`src/rtl/hrf_pkg.sv`:
```
package hrf_pkg;

    localparam int BYTE_W = 8;
    localparam int TAG_W  = 3;

    typedef enum logic [TAG_W-1:0] {
        TAG_MID     = 3'b000,
        TAG_SOP     = 3'b001,
        TAG_RSV2    = 3'b010,
        TAG_RSV3    = 3'b011,
        TAG_EOP_OK  = 3'b100,
        TAG_EOP_FCS = 3'b101,
        TAG_EOP_ODD = 3'b110,
        TAG_EOP_ABT = 3'b111
    } pkt_tag_e;

    typedef struct packed {
        logic [BYTE_W-1:0] data;
        pkt_tag_e          tag;
    } entry_t;

endpackage

```
`src/rtl/hrf_bit_order.sv`:
```
module hrf_bit_order #(
    parameter int W = 8
) (
    input  logic [W-1:0] din,
    input  logic         rev,
    output logic [W-1:0] dout
);
    logic [W-1:0] mirrored;

    for (genvar i = 0; i < W; i++) begin : g_mirror
        assign mirrored[i] = din[W-1-i];
    end

    assign dout = rev ? mirrored : din;
endmodule

```
`src/rtl/hrf_store.sv`:
```
module hrf_store
    import hrf_pkg::*;
#(
    parameter int DEPTH = 256,
    localparam int AW   = $clog2(DEPTH)
) (
    input  logic          clk,
    input  logic          we,
    input  logic [AW-1:0] waddr,
    input  entry_t        wentry,
    input  logic [AW-1:0] raddr,
    output entry_t        rentry
);
    entry_t mem [DEPTH];

    always_ff @(posedge clk) begin
        if (we) begin
            mem[waddr] <= wentry;
        end
    end

    assign rentry = mem[raddr];
endmodule

```
`src/rtl/hrf_ctrl.sv`:
```
module hrf_ctrl #(
    parameter int DEPTH = 256,
    localparam int AW   = $clog2(DEPTH),
    localparam int CW   = $clog2(DEPTH + 1)
) (
    input  logic          clk,
    input  logic          rst_n,
    input  logic          push_req,
    input  logic          pop_req,
    output logic [AW-1:0] wr_ptr,
    output logic [AW-1:0] rd_ptr,
    output logic          push_ok,
    output logic          empty,
    output logic          overflow
);
    localparam logic [CW-1:0] FULL_CNT = CW'(DEPTH);
    localparam logic [AW-1:0] LAST_PTR = AW'(DEPTH - 1);

    typedef struct packed {
        logic [AW-1:0] wr_ptr;
        logic [AW-1:0] rd_ptr;
        logic [CW-1:0] count;
        logic          ovf;
    } ctrl_t;

    ctrl_t st_q, st_d;
    logic  full, pop_ok;

    always_comb begin
        st_d    = st_q;
        full    = (st_q.count == FULL_CNT);
        empty   = (st_q.count == '0);
        pop_ok  = pop_req && !empty;
        push_ok = push_req && (!full || pop_ok);

        if (push_req && !push_ok) begin
            st_d.ovf = 1'b1;
        end
        if (push_ok) begin
            st_d.wr_ptr = (st_q.wr_ptr == LAST_PTR) ? '0 : st_q.wr_ptr + 1'b1;
        end
        if (pop_ok) begin
            st_d.rd_ptr = (st_q.rd_ptr == LAST_PTR) ? '0 : st_q.rd_ptr + 1'b1;
        end
        case ({push_ok, pop_ok})
            2'b10:   st_d.count = st_q.count + 1'b1;
            2'b01:   st_d.count = st_q.count - 1'b1;
            default: st_d.count = st_q.count;
        endcase
    end

    always_ff @(posedge clk or negedge rst_n) begin
        if (!rst_n) begin
            st_q <= '0;
        end else begin
            st_q <= st_d;
        end
    end

    assign wr_ptr   = st_q.wr_ptr;
    assign rd_ptr   = st_q.rd_ptr;
    assign overflow = st_q.ovf;

    AST_COUNT_BOUND: assert property (@(posedge clk) disable iff (!rst_n)
        st_q.count <= FULL_CNT);
    AST_OVF_STICKY: assert property (@(posedge clk) disable iff (!rst_n)
        overflow |=> overflow);
    AST_EMPTY_POP_HOLD: assert property (@(posedge clk) disable iff (!rst_n)
        (pop_req && empty && !push_req) |=> ($stable(rd_ptr) && empty));
    AST_SIMUL_KEEP: assert property (@(posedge clk) disable iff (!rst_n)
        (push_req && pop_req && !empty) |=> $stable(st_q.count));
endmodule

```
`src/rtl/hrf_rx_tag_fifo.sv`:
```
module hrf_rx_tag_fifo
    import hrf_pkg::*;
#(
    parameter int DEPTH     = 256,
    parameter int CHAN      = 1,
    parameter int ADDR_W    = 16,
    parameter int CH_BASE   = 'h151C,
    parameter int CH_STRIDE = 'h20
) (
    input  logic              clk,
    input  logic              rst_n,
    input  logic              wr_en_i,
    input  logic [7:0]        wr_byte_i,
    input  logic [2:0]        wr_tag_i,
    input  logic              wr_msb_first_i,
    input  logic              rd_en_i,
    input  logic [ADDR_W-1:0] rd_addr_i,
    output logic [7:0]        rd_data_o,
    output logic              overflow_o
);
    localparam int AW = $clog2(DEPTH);
    localparam logic [ADDR_W-1:0] STAT_ADDR = ADDR_W'(CH_BASE + CH_STRIDE * (CHAN - 1));
    localparam logic [ADDR_W-1:0] DATA_ADDR = STAT_ADDR + 1'b1;

    typedef struct packed {
        logic [BYTE_W-1:0] rdata;
    } rd_t;

    rd_t            rd_q, rd_d;
    logic           sel_stat, sel_data, empty, push_ok;
    logic [AW-1:0]  wr_ptr, rd_ptr;
    logic [7:0]     ordered;
    entry_t         head, wentry;
    logic [7:0]     status_byte;

    assign sel_stat = rd_en_i && (rd_addr_i == STAT_ADDR);
    assign sel_data = rd_en_i && (rd_addr_i == DATA_ADDR);

    hrf_bit_order #(.W(BYTE_W)) u_order (
        .din  (wr_byte_i),
        .rev  (wr_msb_first_i),
        .dout (ordered)
    );

    assign wentry = '{data: ordered, tag: pkt_tag_e'(wr_tag_i)};

    hrf_ctrl #(.DEPTH(DEPTH)) u_ctrl (
        .clk      (clk),
        .rst_n    (rst_n),
        .push_req (wr_en_i),
        .pop_req  (sel_data),
        .wr_ptr   (wr_ptr),
        .rd_ptr   (rd_ptr),
        .push_ok  (push_ok),
        .empty    (empty),
        .overflow (overflow_o)
    );

    hrf_store #(.DEPTH(DEPTH)) u_store (
        .clk    (clk),
        .we     (push_ok),
        .waddr  (wr_ptr),
        .wentry (wentry),
        .raddr  (rd_ptr),
        .rentry (head)
    );

    always_comb begin
        status_byte = 8'h00;
        if (!empty) begin
            status_byte = {4'b0000, head.tag, 1'b1};
        end
        rd_d = rd_q;
        if (sel_stat) begin
            rd_d.rdata = status_byte;
        end else if (sel_data) begin
            rd_d.rdata = empty ? 8'h00 : head.data;
        end else if (rd_en_i) begin
            rd_d.rdata = 8'h00;
        end
    end

    always_ff @(posedge clk or negedge rst_n) begin
        if (!rst_n) begin
            rd_q <= '0;
        end else begin
            rd_q <= rd_d;
        end
    end

    assign rd_data_o = rd_q.rdata;

    AST_STATUS_UPPER_ZERO: assert property (@(posedge clk) disable iff (!rst_n)
        sel_stat |=> (rd_data_o[7:4] == 4'h0));
    AST_EMPTY_DATA_ZERO: assert property (@(posedge clk) disable iff (!rst_n)
        (sel_data && empty) |=> (rd_data_o == 8'h00));
    AST_UNMAPPED_ZERO: assert property (@(posedge clk) disable iff (!rst_n)
        (rd_en_i && !sel_stat && !sel_data) |=> (rd_data_o == 8'h00));
    AST_RDATA_HOLD: assert property (@(posedge clk) disable iff (!rst_n)
        !rd_en_i |=> $stable(rd_data_o));
endmodule

```
`config.mk`:
```
export PLATFORM = sky130hd
export DESIGN_NAME = hrf_rx_tag_fifo
export DESIGN_NICKNAME = d
export VERILOG_FILES = /design/src/rtl/hrf_pkg.sv /design/src/rtl/hrf_bit_order.sv /design/src/rtl/hrf_store.sv /design/src/rtl/hrf_ctrl.sv /design/src/rtl/hrf_rx_tag_fifo.sv
export SDC_FILE = /design/constraint.sdc
export NUM_CORES = 2
export LEC_CHECK = 0
export BUFFER_PORTS_ARGS = -buffer_cell sky130_fd_sc_hd__buf_4
export CORE_MARGIN = 10
export CORE_UTILIZATION = 45
export CTS_CLUSTER_DIAMETER = 30
export CTS_CLUSTER_SIZE = 14
export DETAILED_ROUTE_END_ITERATION = 6
export SLEW_MARGIN = 20
export SYNTH_ARGS = -nofsm -noshare
export SYNTH_HDL_FRONTEND = slang
export SYNTH_SLANG_ARGS = --single-unit
```
`constraint.sdc`:
```
create_clock -name clk -period 3.9 [get_ports clk]
set_input_delay 0.975 -clock clk [delete_from_list [all_inputs] [get_ports clk]]
set_output_delay 0.975 -clock clk [all_outputs]
set_load 0.01 [all_outputs]
```
==> flow_summary.toml <==
[sta]
fin_skew_ns = 0.105
slew_headroom_pct = 14.6
max_slew.worst_pin.slew_ns = 1.28
hold_viol = 0
fmax_mhz = 264
fin_crit_sh_pct = 96.9
slew_violations = 0
fin_setup_tns_ns = 0
rsz0062_at_grt = "false"
finalSetupViolCount = 0
fin_crit_ns = 3.78

[cts]
ctsResizeCount = 0
clockRootBuffer = "clkbuf_16"
clk_pin_slew_ns = 0.05
cts_hold_buf = 1
htree_levels = 6
cts_setup_buffers = 0
clk_latency_ns = 1.00
numClockSinks = 2850
cts_max_path_buffers = 4
cts_buffers = 552
tritoncts = "built"

[floorplanning]
ioPinCount = 41
die_w_um = 515
fp.coreArea_um2 = 244000
dieArea_um2 = 265000
initial_utilization_pct = 45.3
rows = 181
chipHeight_um = 515

[worst_setup_path]
arrival_ns = 4.57
end_kind = "flip-flop"
crit_fanout = 54
path_class = "reg -> reg"
cp.required_ns = 4.69
critical_path.startpoint_type = "flip-flop"

[global_route]
grt.overflow.total = 0
grt_max_degree = 110
grt_pass1_wl_mm = 461
antenna_found_initial = 15
grt_pass1_vias = 60292
grt_use_total_pct = 24.3

[drt]
drc = 0
vias_per_cell = 6.12
drtAntennaViolNets = 0
routed-via-count = 59800
avgRoutedWirePerCell_um = 33.5
firstDrtPassIters = 6
drt_wl_total_mm = 327
drt_iter0_drc = 7830

[logic_synthesis]
synth_seq_cells = 2850
yosysUniqueCellTypes = 80
syn_area_per_cell_um2 = 21.5
synth-compound-area-share_pct = 3.17
yosys-top-cells-area = "edfxtp_1 77%, mux4_2 14%, mux2i_1 1.2%, nor2_1 1.0%, a22oi_1 0.99%"
synth_mux_area_share_pct = 15.1
yosysTopAreaCellShare_pct = 76.6
synthXorXnorAreaFrac_pct = 0.111
synthAdderAreaFrac_pct = 0.154
yosysWarnings = 0
syn-num-nets = 5172
synthCells = 5127
ys_seq_area_share_pct = 77.4
synthFlopType = "edfxtp_1"
synth-edff-count = 2816
synthesis.area_um2 = 110000
synth_area_leader_cell = "edfxtp_1"
synth_top_family_by_area = "multiplexers"
async_reset_ff_share_pct = 1.19
synthSimpleGateAreaFrac_pct = 2.49

[place]
gp_congestion = 0.904
post-dp-hpwl_mm = 207
port_buffers = 40

[cells_and_area]
final_nets = 6190
area.growth.synth_to_final_pct = 25.7
multiInputGateArea_um2 = 23400
fillers = 17844
fin_util_pct = 56.9
seqCellArea_um2 = 85400
drive_gt1_share_pct = 35.4

[job]
drv_cap = 0

[pwr]
peakVddDrop_uv = 352
powerDensity_nw_per_um2 = 601
p_leak_nw = 44.8

[status]
outcome = "complete, no violations"

[worst_hold_path]
hold_class = "in -> reg"
[worst paths after layout]
kind / start / end / slack (ns) / depth (start not counted)
worst max-delay path: u_ctrl.rd_ptr[0] / rd_data_o[1] / 0.12 / 8
worst min-delay path: wr_en_i / u_ctrl.overflow / 0.31 / 2
worst max register to register: u_ctrl.rd_ptr[0] / rd_data_o[1] / 0.12 / 8
worst min register to register: u_ctrl.overflow / u_ctrl.overflow / 0.48 / 1
max in group asynchronous: rst_n / u_ctrl.rd_ptr[2] / 2.79 / 2
min in group asynchronous: rst_n / u_ctrl.st_q[9] / 0.58 / 2
[cell type report]
cell class / instances / share of cell area [%]
antenna: 4 / 0.00722
clock inverter: 330 / 2.76
timing repair buffer: 769 / 5.31
sequential: 2850 / 61.6
inverter: 16 / 0.0469
clock buffer: 641 / 10.5
tap: 3202 / 2.89
multi-input combinational: 1956 / 16.9
[power breakdown]
part	total, W	internal, W	switching (W)
Combinational	0.00232	0.000583	0.00174
Clock	0.0468	0.0314	0.0154
Sequential	0.0343	0.0342	0.000133
[per-layer routing]
metal  track usage [%]  routed length [um]  share of wire, %
met5                 0                  28            0.0086
met4              10.1               14000               4.3
met3              6.36               33600                10
met2              36.6              151000                46
met1              33.8              128000                39
[flip-flops by register name, summed over array words and instances, names as in the netlist]
| register | cells |
|---|---|
| rd_data_o | 8 |
| u_ctrl.overflow | 1 |
| u_ctrl.rd_ptr | 8 |
| u_ctrl.st_q | 9 |
| u_ctrl.wr_ptr | 8 |
| u_store.mem | 2816 |
[placed cells by master, fill, tap and decap left out, drive strengths merged, types with 53 or more instances in the layout]
cell,instances
a21oi,96
a22oi,146
buf,765
bufinv,71
clkbuf,644
clkinv,195
edfxtp,2816
mux2i,135
mux4,670
nand2,134
nand3,53
nor2,306
[synthesized netlist by cell type, drive strengths merged (4+ instances only)]
| cell type | count |
|---|---|
| a2111oi | 8 |
| a211oi | 16 |
| a21oi | 96 |
| a221o | 4 |
| a221oi | 35 |
| a22o | 28 |
| a22oi | 146 |
| a311oi | 6 |
| a31oi | 8 |
| a32o | 4 |
| a32oi | 7 |
| and2 | 11 |
| and3 | 5 |
| buf | 171 |
| clkbuf | 134 |
| dfrtp | 34 |
| edfxtp | 2816 |
| ha | 12 |
| inv | 15 |
| mux2 | 22 |
| mux2i | 135 |
| mux4 | 670 |
| nand2 | 134 |
| nand2b | 8 |
| nand3 | 53 |
| nand4 | 23 |
| nor2 | 306 |
| nor2b | 16 |
| nor3 | 16 |
| nor3b | 5 |
| nor4 | 8 |
| o2111ai | 8 |
| o211ai | 7 |
| o21ai | 43 |
| o221ai | 19 |
| o22ai | 30 |
| o32ai | 4 |
| or4 | 5 |
| xnor2 | 11 |
[metrics by stage]
stage | hold slack [ns] | setup slack [ns] | std cells | power, W | instance area, um^2
finish | 0.312 | 0.119 | 9768 | 0.0834 | 139000
floorplan | 0.459 | 0.0198 | 5127 | 0.0357 | 110000
global route | 0.261 | 0.0909 | 9767 | 0.0855 | 139000
global placement | 0.473 | -0.267 | 8792 | 0.0371 | 120000
CTS | 0.249 | 0.160 | 9764 | 0.0839 | 139000
detailed placement | 0.478 | -0.278 | 8792 | 0.0372 | 120000
[logic make-up after synthesis]
group	Yosys count
mux	827
compound gates	493
simple gates	609
xor+xnor	14
flops	2850
buf+inv	321
fa+ha+maj	13
[critical path, stage by stage, from the launching register on]
cell and delay, ns:
dfrtp_4 0.49, buf_12 0.26, buf_12 0.41, mux4_2 0.59, a22o_1 0.35, o21ai_0 0.63
o21ai_0 0.34, o2111ai_1 0.31, nand4_1 0.13
(Power assumes the default switching activity.)
